## config.mk

```make
export PLATFORM = sky130hd
export DESIGN_NAME = irw_top
export DESIGN_NICKNAME = d
export VERILOG_FILES = /design/src/rtl/irw_pkg.sv /design/src/rtl/irw_ctrl.sv /design/src/rtl/irw_dpath.sv /design/src/rtl/irw_top.sv
export SDC_FILE = /design/constraint.sdc
export NUM_CORES = 2
export LEC_CHECK = 0
export ABC_AREA = 1
export BUFFER_PORTS_ARGS = -buffer_cell sky130_fd_sc_hd__buf_2
export CORE_AREA = 2 2 651 653
export DETAILED_ROUTE_END_ITERATION = 10
export DIE_AREA = 0 0 653 655
export GPL_TIMING_DRIVEN = 0
export SLEW_MARGIN = 10
export SYNTH_ARGS = -nofsm -noshare
export SYNTH_HDL_FRONTEND = slang
export SYNTH_SLANG_ARGS = --single-unit
```

## constraint.sdc

```tcl
create_clock -name clk -period 9.79 [get_ports clk]
set_input_delay 1.4685 -clock clk [delete_from_list [all_inputs] [get_ports clk]]
set_output_delay 1.4685 -clock clk [all_outputs]
set_load 0.02 [all_outputs]
```

## src/rtl/irw_pkg.sv

```systemverilog
`timescale 1ns/1ps
package irw_pkg;

  typedef enum logic [2:0] {
    RD_ZERO, RD_SEL, RD_ID, RD_VER, RD_LO, RD_HI, RD_ONES
  } rdSrc_e;

  typedef struct packed {
    logic   selWr;
    logic   idWr;
    logic   entWrLo;
    logic   entWrHi;
    logic   rdEn;
    rdSrc_e rdSrc;
    logic [7:0] pin;
  } strobe_t;

  localparam logic [7:0] IDX_ID  = 8'h00;
  localparam logic [7:0] IDX_VER = 8'h01;
  localparam logic [7:0] IDX_ARB = 8'h02;
  localparam logic [7:0] IDX_TBL = 8'h10;

  localparam int BIT_REMOTE = 14;
  localparam int BIT_MASK   = 16;

endpackage

```

## src/rtl/irw_ctrl.sv

```systemverilog
`timescale 1ns/1ps
module irw_ctrl
  import irw_pkg::*;
#(
  parameter int ADDR_W  = 8,
  parameter int PINS    = 24,
  parameter int SEL_OFF = 'h00,
  parameter int WIN_OFF = 'h10
) (
  input  logic              busValid,
  input  logic              busWrite,
  input  logic [ADDR_W-1:0] busAddr,
  input  logic [7:0]        selReg,
  output strobe_t           stb
);

  localparam logic [7:0] PINS_B = 8'(PINS);

  logic [7:0] tblOff;
  logic [7:0] entNum;
  logic       inTbl;
  logic       hitSel;
  logic       hitWin;

  always_comb begin
    tblOff = selReg - IDX_TBL;
    entNum = {1'b0, tblOff[7:1]};
    inTbl  = (selReg >= IDX_TBL) && (entNum < PINS_B);
    hitSel = busValid && (busAddr == ADDR_W'(SEL_OFF));
    hitWin = busValid && (busAddr == ADDR_W'(WIN_OFF));

    stb         = '0;
    stb.rdSrc   = RD_ZERO;
    stb.pin     = entNum;
    stb.rdEn    = busValid && !busWrite;
    stb.selWr   = hitSel && busWrite;

    if (hitWin && busWrite) begin
      stb.idWr    = (selReg == IDX_ID);
      stb.entWrLo = inTbl && !selReg[0];
      stb.entWrHi = inTbl && selReg[0];
    end

    if (hitSel) begin
      stb.rdSrc = RD_SEL;
    end else if (hitWin) begin
      if (selReg == IDX_ID || selReg == IDX_ARB) begin
        stb.rdSrc = RD_ID;
      end else if (selReg == IDX_VER) begin
        stb.rdSrc = RD_VER;
      end else if (inTbl) begin
        stb.rdSrc = selReg[0] ? RD_HI : RD_LO;
      end else begin
        stb.rdSrc = RD_ONES;
      end
    end
  end

endmodule

```

## src/rtl/irw_dpath.sv

```systemverilog
`timescale 1ns/1ps
module irw_dpath
  import irw_pkg::*;
#(
  parameter int         PINS     = 24,
  parameter logic [7:0] VER_CODE = 8'h11,
  localparam int        PIN_W    = $clog2(PINS)
) (
  input  logic              clk,
  input  logic              rstN,
  input  strobe_t           stb,
  input  logic [31:0]       wData,
  input  logic [PINS-1:0]   remoteSet,
  output logic [7:0]        selReg,
  output logic [31:0]       rdData,
  output logic [PINS*64-1:0] entTable,
  output logic              maskChg,
  output logic [PIN_W-1:0]  maskPin,
  output logic              maskVal,
  output logic              tblWr,
  output logic [PIN_W-1:0]  tblPin
);

  localparam logic [63:0] ENT_RST = 64'h1 << BIT_MASK;
  localparam logic [31:0] VER_WORD = {8'h00, 8'(PINS - 1), 8'h00, VER_CODE};

  logic [63:0]      entReg [PINS];
  logic [3:0]       idReg;
  logic [PIN_W-1:0] pinSel;
  logic [63:0]      curEnt;
  logic [31:0]      loData;
  logic [31:0]      rdNext;

  assign pinSel = stb.pin[PIN_W-1:0];
  assign curEnt = entReg[pinSel];

  always_comb begin
    loData             = wData;
    loData[BIT_REMOTE] = 1'b0;
  end

  genvar g;
  generate
    for (g = 0; g < PINS; g++) begin : gEnt
      always_ff @(posedge clk) begin
        if (!rstN) begin
          entReg[g] <= ENT_RST;
        end else begin
          if (stb.entWrLo && pinSel == PIN_W'(g)) begin
            entReg[g][31:0] <= loData;
          end else if (remoteSet[g]) begin
            entReg[g][BIT_REMOTE] <= 1'b1;
          end
          if (stb.entWrHi && pinSel == PIN_W'(g)) begin
            entReg[g][63:32] <= wData;
          end
        end
      end
      assign entTable[g*64 +: 64] = entReg[g];
    end
  endgenerate

  always_comb begin
    unique case (stb.rdSrc)
      RD_SEL:  rdNext = {24'h0, selReg};
      RD_ID:   rdNext = {4'h0, idReg, 24'h0};
      RD_VER:  rdNext = VER_WORD;
      RD_LO:   rdNext = curEnt[31:0];
      RD_HI:   rdNext = curEnt[63:32];
      RD_ONES: rdNext = '1;
      default: rdNext = '0;
    endcase
  end

  always_ff @(posedge clk) begin
    if (!rstN) begin
      selReg  <= '0;
      idReg   <= '0;
      rdData  <= '0;
      maskChg <= 1'b0;
      maskPin <= '0;
      maskVal <= 1'b0;
      tblWr   <= 1'b0;
      tblPin  <= '0;
    end else begin
      if (stb.selWr) selReg <= wData[7:0];
      if (stb.idWr)  idReg  <= wData[27:24];
      if (stb.rdEn)  rdData <= rdNext;
      maskChg <= stb.entWrLo && (curEnt[BIT_MASK] != wData[BIT_MASK]);
      maskPin <= pinSel;
      maskVal <= wData[BIT_MASK];
      tblWr   <= stb.entWrLo || stb.entWrHi;
      tblPin  <= pinSel;
    end
  end

endmodule

```

## src/rtl/irw_top.sv

```systemverilog
`timescale 1ns/1ps
module irw_top
  import irw_pkg::*;
#(
  parameter int         PINS     = 24,
  parameter int         ADDR_W   = 8,
  parameter int         SEL_OFF  = 'h00,
  parameter int         WIN_OFF  = 'h10,
  parameter logic [7:0] VER_CODE = 8'h11,
  localparam int        PIN_W    = $clog2(PINS)
) (
  input  logic               clk,
  input  logic               rstN,
  input  logic               busValid,
  input  logic               busWrite,
  input  logic [ADDR_W-1:0]  busAddr,
  input  logic [31:0]        busWdata,
  input  logic [PINS-1:0]    remoteSet,
  output logic [31:0]        busRdata,
  output logic [PINS*64-1:0] entTable,
  output logic               maskChg,
  output logic [PIN_W-1:0]   maskPin,
  output logic               maskVal,
  output logic               tblWr,
  output logic [PIN_W-1:0]   tblPin
);

  strobe_t    stb;
  logic [7:0] selReg;

  irw_ctrl #(
    .ADDR_W(ADDR_W), .PINS(PINS), .SEL_OFF(SEL_OFF), .WIN_OFF(WIN_OFF)
  ) uCtrl (
    .busValid(busValid), .busWrite(busWrite), .busAddr(busAddr),
    .selReg(selReg), .stb(stb)
  );

  irw_dpath #(.PINS(PINS), .VER_CODE(VER_CODE)) uDpath (
    .clk(clk), .rstN(rstN), .stb(stb), .wData(busWdata),
    .remoteSet(remoteSet), .selReg(selReg), .rdData(busRdata),
    .entTable(entTable), .maskChg(maskChg), .maskPin(maskPin),
    .maskVal(maskVal), .tblWr(tblWr), .tblPin(tblPin)
  );

endmodule

```

## After elaboration in Yosys (flattened, before gate mapping)

Memory sizes are Yosys's and may differ from the RTL's.
Cells that the tools add are included.

- Register bits: 52
- Bits in writable memories: 1536
- Bits of input ports: 68
- Word-level logic and storage cells: 501
- Memories: 1

- Muxes and demuxes: 321
- Eq/ne operators: 33
- Order comparisons: 2
- Reductions and logical operators: 64
- $add $sub $neg: 1
- Bitwise gates (word level): 72

Memory list:

| name | words | width | rd ports | clocked after memory_dff | write ports | RTL line | text |
|---|---|---|---|---|---|---|---|
| uDpath.entReg | 24 | 64 | 25 | 0 | 24 | irw_dpath.sv:27 | `logic [63:0] entReg [PINS];` |

Operator list:

| kind | number |
|---|---|
| two-way mux 32 bit | 48 |
| two-way mux 1 bit | 266 |
| case mux 32 bit (6 select lines) | 1 |
| OR 1 bit | 72 |
| logical AND 1 bit | 57 |
| == test 5 x 4 -> 1 bit, second input constant | 8 |
| == test 5 bit, second input constant | 8 |
| == test 5 x 3 -> 1 bit, second input constant | 4 |
| two-way mux 3 bit | 6 |
| logical NOT 8 bit | 2 |
| == test 5 x 2 -> 1 bit, second input constant | 2 |
| == test 3 bit, second input constant | 3 |
| == test 8 x 1 -> 1 bit, second input constant | 1 |
| == test 8 x 2 -> 1 bit, second input constant | 1 |
| == test 8 x 5 -> 1 bit, second input constant | 1 |
| greater-or-equal comparator 8 x 5 -> 1 bit, second input constant | 1 |
| subtractor 8 x 5 -> 8 bit, second input constant | 1 |
| less-than comparator 7 x 5 -> 1 bit, second input constant | 1 |
| == test 3 x 2 -> 1 bit, second input constant | 2 |
| == test 5 x 1 -> 1 bit, second input constant | 1 |
| logical NOT 5 bit | 1 |
| == test 3 x 1 -> 1 bit, second input constant | 1 |
| logical NOT 1 bit | 2 |
| logical OR 1 bit | 2 |
| inequality test 1 bit | 1 |

## Depth between registers and ports, before layout

- Depth in word-level cells: 11
- Gate-level depth with buffers: 17

## By module

Synthesis repeated with hierarchy kept, for this count alone.

- Cells, all modules: 8193
- Area total of the unflattened synthesis: 73305.3 sq um

Modules (own cells, without submodules):

| module | times used | cells each | area an instance (sq um) |
|---|---|---|---|
| irw_dpath | 1 | 8131 | 72968.7 |
| irw_ctrl | 1 | 62 | 336.6 |

## Least setup slack after synthesis

OpenSTA, ideal clock, no wires.

- Kind: input -> register
- Start point: in busAddr[7]
- End point: mem uDpath.entReg[2][32] (enable)
- Data required time: 9.324 ns
- Stages: 9
- Buffers on the path: 0
- Data arrival time: 4.593 ns
- Setup time: 0.466 ns
- Slack: 4.731 ns
- Path through: nor2_1 nand2_1 nor3_4 inv_2 nor2_2 inv_2 nor2_2 inv_1 o21ai_0

RTL lines:

| element | RTL line | text |
|---|---|---|
| start, declared | irw_top.sv:16 | `input logic [ADDR_W-1:0] busAddr,` |
| end, declared | irw_dpath.sv:27 |  |

## Worst setup path after layout

- Start point: reg uDpath.selReg[1]
- End point: reg uDpath.rdData[11]

- Cells in the longest elaborated chain, start to end: 10
- Elaborated cells between the ends (all ways): 21
- Those cells by class: add/sub (1); order compare (2); eq/ne (8); mux (6); reduce/logical (3); memory (1)

RTL lines:

| element | RTL line | text |
|---|---|---|
| start, declared | irw_dpath.sv:14 | `output logic [7:0] selReg,` |
| start signal, assigned | irw_dpath.sv:86 | `if (stb.selWr) selReg <= wData[7:0];` |
| subtractor 8 x 5 -> 8 bit | irw_ctrl.sv:26 | `tblOff = selReg - IDX_TBL;` |
| less-than comparator 7 x 5 -> 1 bit | irw_ctrl.sv:28 | `inTbl = (selReg >= IDX_TBL) && (entNum < PINS_B);` |
| logical AND 1 bit | irw_ctrl.sv:28 |  |
| two-way mux 3 bit | irw_ctrl.sv:51 | `end else if (inTbl) begin` |
| two-way mux 3 bit | irw_ctrl.sv:49 | `end else if (selReg == IDX_VER) begin` |
| two-way mux 3 bit | irw_ctrl.sv:47 | `if (selReg == IDX_ID \|\| selReg == IDX_ARB) begin` |
| two-way mux 3 bit | irw_ctrl.sv:46 | `end else if (hitWin) begin` |
| two-way mux 3 bit | irw_ctrl.sv:44 | `if (hitSel) begin` |
| == test 3 bit, or another cell as far along | irw_dpath.sv:64 | `unique case (stb.rdSrc)` |
| case mux 32 bit (6 select lines) (*) | irw_dpath.sv:64 |  |
| end signal, assigned | irw_dpath.sv:88 | `if (stb.rdEn) rdData <= rdNext;` |
| end, declared | irw_dpath.sv:15 | `output logic [31:0] rdData,` |

Every way passes the cells marked *; elsewhere a longest branch is shown, timed or not.
A chain may end at the register's enable or synchronous reset.

==> implementation parameters <==
Parameter                              Value

Layout
  Nets@finish    8945
  Share of the core filled with cells    22.31%
  Layout cell share with drive strength beyond 1    29.87%
  Top library cells by usage in the layout, fill and taps aside    sky130_fd_sc_hd__nor2_1 (2620), sky130_fd_sc_hd__buf_2 (1832), sky130_fd_sc_hd__edfxtp_1 (1536), sky130_fd_sc_hd__nand2_1 (893), sky130_fd_sc_hd__clkbuf_1 (234)
  Area growth syn-to-layout    32.89%
  Leading cell type in the layout, fill and taps excluded    sky130_fd_sc_hd__nor2_1
  Cell area after layout    94070 sq um

Timing
  Setup repair after global routing missed its margin    no
  Pins over their slew limit    28
  Crit path time final    5.139 ns
  Slew HR    -4.167%
  Worst-Margin Slew    1.563 ns
  Worst setup margin    4.651 ns
  Endpoints failing setup    0
  Worst setup skew after layout    0.1006 ns
  Timing-limited maximum frequency    194.6 MHz
  Number of hold violations in the final report    0
  Part of the cycle the worst path needs    52.49%

Clocking
  Clock input transition at the sequential cells of the worst setup and hold paths    0.06 ns
  Number of clock buffers inserted by TritonCTS    190
  Number of sinks driven by the clock tree    1588
  CTS tree    built
  Maximum buffer depth of the clock tree    4
  Number of hold buffers added after CTS    0
  # resized after CTS    0
  CTS root buffer    sky130_fd_sc_hd__clkbuf_16
  Post-CTS setup buffer count    0
  Max H-tree Level    4
  Clk_lat worst skew    0.97 ns

Yosys
  Synth Cell Area    70790 sq um
  Flops & latches, synth    1588
  Syn_area_per_cell    10.14 sq um
  Sequential share of the synthesized area    66.63%
  Total of warnings raised by yosys    0
  Synthesized netlist net count    7048
  Post-synthesis async set-or-reset flop share    0%
  Synth top area cells    sky130_fd_sc_hd__edfxtp_1 (65%), sky130_fd_sc_hd__nor2_1 (14%), sky130_fd_sc_hd__nand2_1 (5.0%), sky130_fd_sc_hd__o22ai_1 (1.6%), sky130_fd_sc_hd__dfxtp_1 (1.5%)
  Library cell occupying the most area in the post-synthesis netlist    sky130_fd_sc_hd__edfxtp_1
  Distinct cell type count after synthesis    39
  Post-synthesis instance total    6978
  Area share of the largest cell type after synthesis    65.16%
  Top_reg_cell synth    sky130_fd_sc_hd__edfxtp_1
  Count of flip-flops with a built-in enable after synthesis    1536

Detailed routing
  Number of vias after detailed routing    73031
  Wire length per cell    51.57 microns
  DR iter-0 viols    13177
  Per-cell via count in the routed design    4.983
  DRC violations left    0
  Post-Route WL    755900 microns
  Remaining antenna violation count    0
  Number of search-and-repair iterations in the first detailed-routing pass    6

Global routing
  Antenna violations before repair    150
  Via count of the first global-routing pass    64823
  Grt met3 use    17.54%
  First-pass GRT wire length    887800 microns
  Busiest layer in global routing    met2
  Total congestion overflow after global routing    0
  Pin count of the biggest net entering global routing    33
  Routing usage on met2    50.85%
  Overall Global Routing Usage    33.87%
  Global Route met1 Usage    35.78%

Worst hold path
  Worst hold path class    flip-flop to flip-flop
  Number of stages on the worst hold path    2
  Launch instance of the worst min-delay path    uDpath.rdData[9]$_SDFFE_PN0P_

Pwr
  P_leak    0.03947 uW
  Tot Pwr    17050 uW
  Peak ir drop on the vdd network    0.0001431 V
  Total power per unit cell area    181.2 nW/um^2

Run
  Max-cap violation count    1

Floorplanning
  Chip width    653 microns
  Vertical die dimension    655 microns
  IO Count    1649
  FP Rows    239
  DIE AREA    427700 sq um
  Initial cell density of the core    16.79%
  Placeable core area    421600 sq um

Setup path
  Endpoint of the most critical setup path    uDpath.rdData[11]$_SDFFE_PN0P_
  Crit path kind    flip-flop to flip-flop
  Critical register-to-register path startpoint    uDpath.selReg[1]$_SDFFE_PN0P_
  Arrival @ worst endpoint    5.98 ns
  Worst reg2reg setup slack    4.65 ns
  Capture instance of the worst register-to-register path    uDpath.rdData[11]$_SDFFE_PN0P_
  Endpoint type of the worst setup path    flip-flop
  Worst Reg2Reg Path Length in Cells    13
  Nature of the critical path startpoint    flip-flop
  Required time of the critical path    10.63 ns
  Critical path fanouts, max    10
  Source of the critical timing path    uDpath.selReg[1]$_SDFFE_PN0P_

Placement
  Area after detailed placement    87640 sq um
  Placer congestion estimate    1.018
  Pre-CTS worst setup slack    4.414 ns
  DP Wirelength    623400 microns
  Number of buffers added on ports    1648

Outcome
  Violated checks    max-capacitance violations, max-slew violations
  Result of the run    complete, but fails checks
## layer usage
| layer | vias to the layer above | routed length, microns |
|---|---|---|
| met1 | 36588 | 247300 |
| met3 | 1867 | 114800 |
| met5 | - | 377 |
| met4 | 54 | 73150 |
| li1 | 27165 | - |
| met2 | 7357 | 320300 |
## Yosys cell counts, types with 28 or more instances
library cell / instances
sky130_fd_sc_hd__o22ai_1: 180
sky130_fd_sc_hd__o21ai_1: 37
sky130_fd_sc_hd__o22a_1: 38
sky130_fd_sc_hd__o221ai_1: 32
sky130_fd_sc_hd__nand2_1: 934
sky130_fd_sc_hd__a21oi_1: 64
sky130_fd_sc_hd__dfxtp_1: 52
sky130_fd_sc_hd__o21ai_0: 160
sky130_fd_sc_hd__inv_2: 28
sky130_fd_sc_hd__inv_1: 149
sky130_fd_sc_hd__nor2_1: 2620
sky130_fd_sc_hd__edfxtp_1: 1536
sky130_fd_sc_hd__nand4_1: 49
sky130_fd_sc_hd__buf_1: 30
sky130_fd_sc_hd__buf_6: 77
sky130_fd_sc_hd__nor2_2: 84
sky130_fd_sc_hd__or2_2: 147
sky130_fd_sc_hd__buf_2: 171
sky130_fd_sc_hd__clkbuf_1: 276
sky130_fd_sc_hd__nand3_1: 185
## worst max-delay path: stages (launching register included)
cell	delay, ns
sky130_fd_sc_hd__dfxtp_1	0.30
sky130_fd_sc_hd__buf_4	0.29
sky130_fd_sc_hd__inv_4	0.14
sky130_fd_sc_hd__nand2_2	0.22
sky130_fd_sc_hd__clkbuf_1	0.85
sky130_fd_sc_hd__buf_2	0.88
sky130_fd_sc_hd__o22ai_1	0.15
sky130_fd_sc_hd__o21ai_0	0.82
sky130_fd_sc_hd__nand3_1	0.69
sky130_fd_sc_hd__o21ai_1	0.32
sky130_fd_sc_hd__nand2_1	0.07
sky130_fd_sc_hd__nand2_1	0.08
sky130_fd_sc_hd__nand2_1	0.05
sky130_fd_sc_hd__a21oi_1	0.14
## power by group
group / leakage (uW) / switching [uW] / internal (uW)
registers: 0.0162 / 224 / 7660
logic: 0.0203 / 1410 / 271
clock network: 0.00300 / 3360 / 4120
total: 0.0395 / 5000 / 12100
## stage by stage
step                setup TNS [ns]  std cells  hold WS (ns)
detailed placement               0      14225        0.4543
floorplan                        0       6978        0.4590
global placement            -8.952      14169        0.4528
CTS                              0      14570        0.4641
global route                     0      14588        0.4817
finish                           0      14656        0.4660
## final cells by class
type / instances / area, sq um
clock inverter: 119 / 1272
tap: 5543 / 6935
multi-input combinational: 4632 / 20190
sequential: 1588 / 47170
antenna: 85 / 212.7
inverter: 184 / 695.7
timing repair buffer: 1705 / 9539
buffer: 574 / 3141
fill: 46225 / 327600
clock buffer: 226 / 4921
## worst min-delay path by stage
| stage | slack (ns) | endpoint |
|---|---|---|
| after floorplan | 0.46 | uDpath.maskPin[3]$_SDFF_PN0_ |
| after global placement | 0.45 | uDpath.rdData[4]$_SDFFE_PN0P_ |
| after detailed placement | 0.45 | uDpath.rdData[9]$_SDFFE_PN0P_ |
| after CTS | 0.46 | uDpath.rdData[9]$_SDFFE_PN0P_ |
| after global routing | 0.48 | uDpath.rdData[31]$_SDFFE_PN0P_ |
| final | 0.47 | uDpath.rdData[9]$_SDFFE_PN0P_ |
## logic make-up after synthesis
group / after synthesis / share of synthesized area (%)
adders and majority gates: 2 / 0.03534
buffers and inverters: 758 / 5.258
DFF: 1588 / 66.63
and+or+nand+nor: 4074 / 23.28
AOI/OAI and AO/OA: 556 / 4.799
## state kept, by name, indices dropped and copies added, names as in the netlist
name	count
uDpath.entReg	1536
uDpath.rdData	32
uDpath.selReg	8
uDpath.maskPin	5
uDpath.idReg	4
uDpath.maskChg	1
uDpath.maskVal	1
uDpath.tblWr	1
Power figures use the tool's default switching activity.
